File: src/rtl/mw_pkg.sv
package mw_pkg;
   typedef enum logic [1:0] {
      PG_ERASE = 2'd0,
      PG_WRITE = 2'd1,
      PG_ERAL  = 2'd2,
      PG_WRAL  = 2'd3
   } prog_op_e;

   typedef enum logic [2:0] {
      ST_IDLE,
      ST_CMD,
      ST_DATA,
      ST_READ,
      ST_DONE
   } fe_state_e;
endpackage

File: src/rtl/mw_sync.sv
module mw_sync #(
   parameter int N      = 3,
   parameter int STAGES = 2
) (
   input  logic         clk,
   input  logic         rst_n,
   input  logic [N-1:0] d_i,
   output logic [N-1:0] q_o
);
   logic [N-1:0] pipe [STAGES];

   generate
      for (genvar s = 0; s < STAGES; s++) begin : g_stage
         if (s == 0) begin : g_first
            always_ff @(posedge clk or negedge rst_n)
               if (!rst_n) pipe[0] <= '0;
               else        pipe[0] <= d_i;
         end else begin : g_next
            always_ff @(posedge clk or negedge rst_n)
               if (!rst_n) pipe[s] <= '0;
               else        pipe[s] <= pipe[s-1];
         end
      end
   endgenerate

   assign q_o = pipe[STAGES-1];
endmodule

File: src/rtl/mw_cmd_decode.sv
module mw_cmd_decode
   import mw_pkg::*;
#(
   parameter int ADDR_W = 6,
   parameter int DATA_W = 16,
   localparam int AW_MAX = ADDR_W + 1
) (
   input  logic              clk,
   input  logic              rst_n,
   input  logic              cs_s,
   input  logic              sclk_rise,
   input  logic              di_s,
   input  logic              org_word,
   output logic              rd_start,
   output logic [AW_MAX-1:0] rd_start_addr,
   output logic              prog_req,
   output prog_op_e          prog_op,
   output logic [AW_MAX-1:0] prog_addr,
   output logic [DATA_W-1:0] prog_data,
   output logic              stat_arm,
   output logic              cmd_idle
);
   localparam int DW_BYTE = DATA_W / 2;
   localparam int SR_W    = 2 + AW_MAX + DATA_W;
   localparam int CW      = $clog2(SR_W + 2);

   fe_state_e         st;
   logic [SR_W-1:0]   sr, nsr;
   logic [CW-1:0]     cnt, cnt_nx, hdr_len, dat_len;
   logic              cs_prev, wen_q, pend_q;
   prog_op_e          op_q;
   logic [AW_MAX-1:0] addr_q, hdr_addr;
   logic [DATA_W-1:0] data_q, hdr_data;
   logic [1:0]        opc, ext;

   always_comb begin
      nsr     = {sr[SR_W-2:0], di_s};
      cnt_nx  = cnt + CW'(1);
      hdr_len = org_word ? CW'(2 + ADDR_W) : CW'(2 + AW_MAX);
      dat_len = org_word ? CW'(DATA_W) : CW'(DW_BYTE);
      if (org_word) begin
         opc      = nsr[ADDR_W+1:ADDR_W];
         ext      = nsr[ADDR_W-1:ADDR_W-2];
         hdr_addr = {1'b0, nsr[ADDR_W-1:0]};
         hdr_data = nsr[DATA_W-1:0];
      end else begin
         opc      = nsr[AW_MAX+1:AW_MAX];
         ext      = nsr[AW_MAX-1:AW_MAX-2];
         hdr_addr = nsr[AW_MAX-1:0];
         hdr_data = {{DW_BYTE{1'b0}}, nsr[DW_BYTE-1:0]};
      end
   end

   always_ff @(posedge clk or negedge rst_n) begin
      if (!rst_n) begin
         st       <= ST_IDLE;
         sr       <= '0;
         cnt      <= '0;
         cs_prev  <= 1'b0;
         wen_q    <= 1'b0;
         pend_q   <= 1'b0;
         op_q     <= PG_ERASE;
         addr_q   <= '0;
         data_q   <= '0;
         rd_start <= 1'b0;
         prog_req <= 1'b0;
         stat_arm <= 1'b0;
      end else begin
         rd_start <= 1'b0;
         prog_req <= 1'b0;
         cs_prev  <= cs_s;
         if (!cs_s) begin
            st  <= ST_IDLE;
            cnt <= '0;
            if (cs_prev) begin
               prog_req <= pend_q;
               pend_q   <= 1'b0;
               if (pend_q) stat_arm <= 1'b1;
            end
         end else if (sclk_rise) begin
            case (st)
               ST_IDLE: if (di_s) begin
                  st       <= ST_CMD;
                  cnt      <= '0;
                  sr       <= '0;
                  stat_arm <= 1'b0;
               end
               ST_CMD: begin
                  sr  <= nsr;
                  cnt <= cnt_nx;
                  if (cnt_nx == hdr_len) begin
                     cnt    <= '0;
                     data_q <= '0;
                     addr_q <= (opc == 2'b00) ? '0 : hdr_addr;
                     st     <= ST_DONE;
                     case (opc)
                        2'b10: begin
                           rd_start <= 1'b1;
                           st       <= ST_READ;
                        end
                        2'b11: begin
                           op_q   <= PG_ERASE;
                           pend_q <= wen_q;
                        end
                        2'b01: begin
                           op_q <= PG_WRITE;
                           st   <= ST_DATA;
                        end
                        default: begin
                           case (ext)
                              2'b11: wen_q <= 1'b1;
                              2'b00: wen_q <= 1'b0;
                              2'b10: begin
                                 op_q   <= PG_ERAL;
                                 pend_q <= wen_q;
                              end
                              default: begin
                                 op_q <= PG_WRAL;
                                 st   <= ST_DATA;
                              end
                           endcase
                        end
                     endcase
                  end
               end
               ST_DATA: begin
                  sr  <= nsr;
                  cnt <= cnt_nx;
                  if (cnt_nx == dat_len) begin
                     data_q <= hdr_data;
                     pend_q <= wen_q;
                     st     <= ST_DONE;
                  end
               end
               default: ;
            endcase
         end
      end
   end

   assign rd_start_addr = addr_q;
   assign prog_op       = op_q;
   assign prog_addr     = addr_q;
   assign prog_data     = data_q;
   assign cmd_idle      = (st == ST_IDLE);

   p_req_after_fall_r7: assert property (@(posedge clk) disable iff (!rst_n)
      prog_req |-> $past(!cs_s));
   p_req_single_r7: assert property (@(posedge clk) disable iff (!rst_n)
      prog_req |=> !prog_req);
   p_req_enabled_r6: assert property (@(posedge clk) disable iff (!rst_n)
      prog_req |-> $past(wen_q));
endmodule

File: src/rtl/mw_rd_stream.sv
module mw_rd_stream #(
   parameter int ADDR_W = 6,
   parameter int DATA_W = 16,
   localparam int AW_MAX = ADDR_W + 1
) (
   input  logic              clk,
   input  logic              rst_n,
   input  logic              cs_s,
   input  logic              sclk_rise,
   input  logic              org_word,
   input  logic              start,
   input  logic [AW_MAX-1:0] start_addr,
   input  logic [DATA_W-1:0] rd_data,
   output logic              rd_en,
   output logic [AW_MAX-1:0] rd_addr,
   output logic              bit_o,
   output logic              active
);
   localparam int DW_BYTE = DATA_W / 2;
   localparam int CW      = $clog2(DATA_W + 1);

   logic [DATA_W-1:0] out_sr, aligned;
   logic [CW-1:0]     cnt, last_idx;
   logic [AW_MAX-1:0] mask;
   logic              ld;

   always_comb begin
      last_idx = org_word ? CW'(DATA_W - 1) : CW'(DW_BYTE - 1);
      mask     = org_word ? {1'b0, {ADDR_W{1'b1}}} : {AW_MAX{1'b1}};
      aligned  = org_word ? rd_data : {rd_data[DW_BYTE-1:0], {DW_BYTE{1'b0}}};
   end

   always_ff @(posedge clk or negedge rst_n) begin
      if (!rst_n) begin
         out_sr  <= '0;
         cnt     <= '0;
         rd_en   <= 1'b0;
         rd_addr <= '0;
         bit_o   <= 1'b0;
         active  <= 1'b0;
         ld      <= 1'b0;
      end else begin
         rd_en <= 1'b0;
         ld    <= rd_en;
         if (ld) out_sr <= aligned;
         if (!cs_s) begin
            active <= 1'b0;
            rd_en  <= 1'b0;
            ld     <= 1'b0;
         end else if (start) begin
            active  <= 1'b1;
            bit_o   <= 1'b0;
            rd_en   <= 1'b1;
            rd_addr <= start_addr & mask;
            cnt     <= '0;
         end else if (sclk_rise && active) begin
            bit_o  <= out_sr[DATA_W-1];
            out_sr <= {out_sr[DATA_W-2:0], 1'b0};
            if (cnt == last_idx) begin
               cnt     <= '0;
               rd_addr <= (rd_addr + AW_MAX'(1)) & mask;
               rd_en   <= 1'b1;
            end else begin
               cnt <= cnt + CW'(1);
            end
         end
      end
   end

   p_rden_pulse_r5: assert property (@(posedge clk) disable iff (!rst_n)
      rd_en |=> !rd_en);
   p_rden_in_read_r3: assert property (@(posedge clk) disable iff (!rst_n)
      rd_en |-> active);
endmodule

File: src/rtl/mw_dout.sv
module mw_dout (
   input  logic clk,
   input  logic rst_n,
   input  logic cs_s,
   input  logic rd_active,
   input  logic rd_bit,
   input  logic stat_arm,
   input  logic cmd_idle,
   input  logic prog_busy,
   output logic do_o,
   output logic do_oe
);
   always_ff @(posedge clk or negedge rst_n) begin
      if (!rst_n) begin
         do_o  <= 1'b0;
         do_oe <= 1'b0;
      end else begin
         do_oe <= cs_s & (rd_active | (stat_arm & cmd_idle));
         do_o  <= rd_active ? rd_bit : ~prog_busy;
      end
   end

   p_oe_drop_r12: assert property (@(posedge clk) disable iff (!rst_n)
      !cs_s |=> !do_oe);
endmodule

File: src/rtl/mw_front.sv
module mw_front
   import mw_pkg::*;
#(
   parameter int ADDR_W      = 6,
   parameter int DATA_W      = 16,
   parameter int SYNC_STAGES = 2,
   localparam int AW_MAX = ADDR_W + 1
) (
   input  logic              clk,
   input  logic              rst_n,
   input  logic              cs_i,
   input  logic              sclk_i,
   input  logic              di_i,
   input  logic              org_word_i,
   input  logic              prog_busy_i,
   input  logic [DATA_W-1:0] rd_data_i,
   output logic              do_o,
   output logic              do_oe_o,
   output logic              rd_en_o,
   output logic [AW_MAX-1:0] rd_addr_o,
   output logic              prog_req_o,
   output logic [1:0]        prog_op_o,
   output logic [AW_MAX-1:0] prog_addr_o,
   output logic [DATA_W-1:0] prog_data_o
);
   generate
      if (DATA_W % 2 != 0 || DATA_W < 4) begin : g_bad_dw
         $error("DATA_W must be even and at least 4");
      end
      if (ADDR_W < 2) begin : g_bad_aw
         $error("ADDR_W must be at least 2");
      end
      if (SYNC_STAGES < 2) begin : g_bad_sync
         $error("SYNC_STAGES must be at least 2");
      end
   endgenerate

   logic [2:0]        sync_q;
   logic              cs_s, sclk_s, di_s, sclk_d, sclk_rise;
   logic              rd_start, stat_arm, cmd_idle, rd_active, rd_bit;
   logic [AW_MAX-1:0] rd_start_addr;
   prog_op_e          op;

   mw_sync #(.N(3), .STAGES(SYNC_STAGES)) u_sync (
      .clk   (clk),
      .rst_n (rst_n),
      .d_i   ({cs_i, sclk_i, di_i}),
      .q_o   (sync_q)
   );
   assign {cs_s, sclk_s, di_s} = sync_q;

   always_ff @(posedge clk or negedge rst_n)
      if (!rst_n) sclk_d <= 1'b0;
      else        sclk_d <= sclk_s;
   assign sclk_rise = sclk_s & ~sclk_d;

   mw_cmd_decode #(.ADDR_W(ADDR_W), .DATA_W(DATA_W)) u_dec (
      .clk           (clk),
      .rst_n         (rst_n),
      .cs_s          (cs_s),
      .sclk_rise     (sclk_rise),
      .di_s          (di_s),
      .org_word      (org_word_i),
      .rd_start      (rd_start),
      .rd_start_addr (rd_start_addr),
      .prog_req      (prog_req_o),
      .prog_op       (op),
      .prog_addr     (prog_addr_o),
      .prog_data     (prog_data_o),
      .stat_arm      (stat_arm),
      .cmd_idle      (cmd_idle)
   );
   assign prog_op_o = op;

   mw_rd_stream #(.ADDR_W(ADDR_W), .DATA_W(DATA_W)) u_rd (
      .clk        (clk),
      .rst_n      (rst_n),
      .cs_s       (cs_s),
      .sclk_rise  (sclk_rise),
      .org_word   (org_word_i),
      .start      (rd_start),
      .start_addr (rd_start_addr),
      .rd_data    (rd_data_i),
      .rd_en      (rd_en_o),
      .rd_addr    (rd_addr_o),
      .bit_o      (rd_bit),
      .active     (rd_active)
   );

   mw_dout u_dout (
      .clk       (clk),
      .rst_n     (rst_n),
      .cs_s      (cs_s),
      .rd_active (rd_active),
      .rd_bit    (rd_bit),
      .stat_arm  (stat_arm),
      .cmd_idle  (cmd_idle),
      .prog_busy (prog_busy_i),
      .do_o      (do_o),
      .do_oe     (do_oe_o)
   );
endmodule

File: config.mk
export PLATFORM = sky130hd
export DESIGN_NAME = mw_front
export DESIGN_NICKNAME = d
export VERILOG_FILES = /design/src/rtl/mw_pkg.sv /design/src/rtl/mw_sync.sv /design/src/rtl/mw_cmd_decode.sv /design/src/rtl/mw_rd_stream.sv /design/src/rtl/mw_dout.sv /design/src/rtl/mw_front.sv
export SDC_FILE = /design/constraint.sdc
export NUM_CORES = 1
export LEC_CHECK = 0
export BUFFER_PORTS_ARGS = -buffer_cell sky130_fd_sc_hd__buf_2
export CELL_PAD_IN_SITES_DETAIL_PLACEMENT = 0
export CELL_PAD_IN_SITES_GLOBAL_PLACEMENT = 1
export CORE_MARGIN = 2
export CORE_UTILIZATION = 45
export CTS_BUF_LIST = sky130_fd_sc_hd__clkbuf_16
export CTS_CLUSTER_SIZE = 20
export DETAILED_ROUTE_END_ITERATION = 8
export GPL_TIMING_DRIVEN = 0
export HOLD_SLACK_MARGIN = 0.05
export PLACE_DENSITY_LB_ADDON = 0.25
export RECOVER_POWER = 100
export SYNTH_ARGS = -nofsm -noshare
export SYNTH_HDL_FRONTEND = slang
export SYNTH_SLANG_ARGS = --single-unit
File: constraint.sdc
create_clock -name clk -period 3.19 [get_ports clk]
set_clock_uncertainty 0.05 [all_clocks]
set_input_delay 0.638 -clock clk [delete_from_list [all_inputs] [get_ports clk]]
set_output_delay 0.638 -clock clk [all_outputs]
set_load 0.05 [all_outputs]
==> run summary <==
The floorplan step set the die height to 104 um. The worst register-to-register path has a depth of 5. Of the cells placed in the final design, the portion with a size suffix greater than 1 is 10.1%. The max capacitance violation total is 1. IR analysis of the VDD net gives a maximum drop of 0.324 mV.

The clock reaches the later pin of the worst-skew pair after 340 ps. Pin placement for this block handled 59 I/O pins. In the final routed layout, each cell accounts on average for 16.0 um. The async set or reset register ratio after synthesis works out to 100%. The detailed-route DRC error count is 0, and the weighted congestion at the end of routability-driven global placement is 0.911.

Counting flops and latches in the post-synthesis netlist gives 95. The run gives 0 as the number of nets with antenna violations after routing. The count of buffers inserted at the top-level ports came out at 58.

The achievable clock frequency is 0.332 GHz. Most used flip-flop cell after synthesis: dfrtp_1. The end-of-flow core utilization is 53.5%, and the maximum level of the CTS H-tree is 3. Overall overflow remaining after global route: 0. Grouping stages by cell kind, the critical path spends the most delay in buffers and inverters.

Of the total power, the share spent switching nets is 23.6%. Subtracting the final worst setup slack from the clock period gives 3010 ps. The endpoint of the lowest-slack register-to-register path is u_dec.prog_data[13]. After detailed placement, the total cell area comes to 4960 um^2.

The worst hold path begins at u_sync.pipe[4]. The first detailed-routing pass took 4 iterations. After routing, the total negative slack on setup checks comes to 0 ps.

The average instance in the mapped netlist occupies 10.4 um^2. The cell count after synthesis was 429. Startpoint type of the worst setup path: an input port. Counting the buffers created by CTS gives 9. Combinational group share of total power: 5.1%. The slowest stage of the critical path is the clkbuf_1 cell.

The critical path contains buffers and inverters numbering 3 combined. The fraction of power consumed by the clock network was 44.8%; the final max-slew violation count was 43. CTS clock-pin slew for the worst setup and hold paths: 70 ps. The path class of the tightest hold or removal check is reg -> reg. Counting instances, the worst hold path has a depth of 0. The cell taking the most area after synthesis was dfrtp_1.

The first global-routing pass estimated 17.2 mm of wire. Cell internal power was estimated by the tool at 1.87 mW. The total count of hold-check failures in the final report is 0. The post-cts hold buffer count came out at 0. The tree is rooted in a clkbuf_16. The initial antenna violation count was 0. The worst setup path is of the in -> reg kind. The signal on the critical path passes through buf_2, buf_2, clkbuf_1, mux2i_1, ha_1, o21ai_0, o311a_1, or4_1, o21ai_0. For this design, the sink count on the clock tree is 95. The static leakage is 2.28 nW, and the relative slew slack is -58.6%.

Sorting the synthesized cells by area gives the leading types as dfrtp_1 53%, a22o_1 6.3%, o21ai_0 5.3%. The number of library cell types mapped by synthesis is 55. TritonCTS built the clock tree. The most frequent standard cell in the layout excluding fill and tap cells was dfrtp_1. The die covers 10700 um^2.

The top cell type by area accounts for 53.2% of the synthesized area. Setup repair after global routing left no endpoint under its margin. The tools report the total number of vias as 3507. After floorplanning, the core was divided into 36 placement rows. The buffer levels on the longest clock path was 2; the core outline area was 9730 um^2.

The run gives 4470 um^2 as the area of the mapped netlist. The least setup slack across all paths after layout is 181 ps. The largest stage delay on the critical path works out to 540 ps. The flow ran to the end, but the final reports show violations. The detailed placement HPWL was 7.36 mm. The run gives 0.577 mW as the total net switching power. The final reports fail on capacitance limit, slew limit. Sequential cells burn 50.1% of the power. Number of gates resized after cts: 0. At the worst endpoint, the required time is 3400 ps.

The tools report the cell area after layout as 5200 um^2. Setup violations remaining at the end of the flow were counted as 0. The area growth from synthesis to layout is 16.4%. The tools report the sum of routed wire length over all layers as 10.2 mm. For the effective utilization at floorplan, the log shows 45.9%. Dividing the final minimum period by the clock period gives 94.3%. The number of nets handed over by synthesis was 463. In this run the horizontal extent of the chip is 104 um. Along the worst path, the maximum fanout reaches 10. Dividing total power by cell area gives a power density of 471 nW/um^2. The run gives 3338 as the via count of the first global-routing pass. The run gives 0 as the number of buffers inserted by post-CTS setup repair.

The total routing resource utilization after global routing was 19.9%. After the first detailed-routing iteration, the DRC count stood at 179. The slew at the pin closest to its max-slew limit is 2380 ps, and the worst setup slack before clock tree synthesis is -165 ps.

The number of nets in the layout came out at 533. For hold timing, the worst endpoint is u_sync.q_o[1]. The startpoint identified for the worst register-to-register timing path is u_dec.st[2]. Flop-to-flop setup slack: 480 ps.

Data arrives at the worst endpoint at 3220 ps. The Yosys step of the flow raised 0 warnings. The count of flip-flops with a built-in enable after synthesis works out to 0. The library cells used most frequently in the layout, excluding fill and tap cells, are 95 x dfrtp_1, 55 x clkbuf_1, 50 x nand2_1, 48 x o21ai_0, 32 x a22o_1. 0 antenna diodes ended up in the layout. The tools report the nature of the critical path endpoint as a flop.

Dividing the detail-routed via count by the number of cells gives 5.51. The fraction of the yosys area taken by sequential cells is 53.2%. Entering global routing, the biggest net connects 54 pins.
## cells in the mapped netlist, types with 8 or more instances
| library cell | instances |
|---|---|
| dfrtp_1 | 95 |
| inv_1 | 13 |
| o21ai_0 | 47 |
| and2_1 | 8 |
| a21oi_1 | 15 |
| o31ai_1 | 8 |
| a22o_1 | 32 |
| ha_1 | 11 |
| nand2b_1 | 9 |
| clkbuf_1 | 16 |
| mux2i_1 | 14 |
| nand2_1 | 50 |
| nor2_1 | 26 |
## kinds of logic (layout without fill, tap and decap cells)
group                    Yosys count  in the layout  synth area share [%]
buffers and inverters             34            109                  3.16
AO/OA/AOI/OAI                    138            138                  21.4
multiplexers                      17             17                  3.89
flip-flops                        95             95                  53.2
adder cells (fa/ha/maj)           11             11                  3.08
AND/OR/NAND/NOR                  128            128                  14.1
XOR/XNOR                           6              6                  1.18
## per-stage QoR
stage          total power [mW]  instances  hold slack (ps)
5_1_grt                    2.55        637              308
3_3_place_gp               1.37        620              283
6_report                   2.45        637              299
2_1_floorplan              1.31        429              281
4_1_cts                    2.47        637              264
3_5_place_dp               1.38        621              285
## power groups by stage
stage          Combinational, mW  Clock [mW]  Sequential [mW]
3_5_place_dp               0.128           0             1.25
5_1_grt                    0.139        1.18             1.23
2_1_floorplan             0.0491           0             1.26
3_3_place_gp               0.122           0             1.25
4_1_cts                    0.128        1.11             1.23
6_report                   0.124        1.10             1.23
## state kept, by name, summed over array words and instances (netlist names)
signal / flops
u_dec.cs_prev: 1
u_dec.pend_q: 1
u_rd.out_sr: 16
u_dec.rd_start: 1
u_dout.do_o: 1
u_sync.q_o: 3
u_dec.prog_req: 1
u_rd.bit_o: 1
u_dec.wen_q: 1
u_sync.pipe: 3
u_rd.rd_en: 1
u_dec.prog_data: 16
u_dec.sr: 15
u_rd.active: 1
u_rd.ld: 1
u_dout.do_oe: 1
u_rd.rd_addr: 7
u_dec.prog_op: 2
sclk_d: 1
u_dec.st: 3
u_dec.cnt: 5
u_rd.cnt: 5
u_dec.stat_arm: 1
u_dec.prog_addr: 7
## worst reg2reg max path, stage by stage, from the launching register on
cell and delay (ps):
dfrtp_1 460, nor4bb_1 560, o21ai_0 480, a311o_4 540, clkbuf_1 260, a22o_1 250
## how the worst max path moves through the flow
stage                              end       start  slack, ps  depth (start not counted)
after floorplan           u_dec.pend_q  org_word_i        420                          8
after global placement    u_dec.pend_q  org_word_i       -140                          9
after CTS                 u_dec.pend_q  org_word_i        190                          9
after global routing      u_dec.pend_q  org_word_i         30                          9
after detailed placement  u_dec.pend_q  org_word_i       -160                          9
final                     u_dec.pend_q  org_word_i        180                          9
## per-layer routing
| metal | vias to the layer above | share of wire, % | global-route usage (%) |
|---|---|---|---|
| li1 | 1697 | - | - |
| met4 | 0 | 1.5 | 7.14 |
| met1 | 1721 | 50 | 29.5 |
| met3 | 14 | 3.6 | 3.90 |
| met2 | 75 | 45 | 29.2 |
| met5 | - | 0 | 0 |
## area by class of cell
| type | count | area, um^2 |
|---|---|---|
| fillers | 928 | 4530 |
| flip-flops and latches | 95 | 2380 |
| multi-input cells | 300 | 1950 |
| repair buffers | 59 | 272 |
| clock buffers | 9 | 225 |
| well taps | 133 | 166 |
| plain buffers | 21 | 85.1 |
| clock inverters | 7 | 77.6 |
| inverters | 13 | 48.8 |
Note: power is estimated with default switching activity, not from simulation.
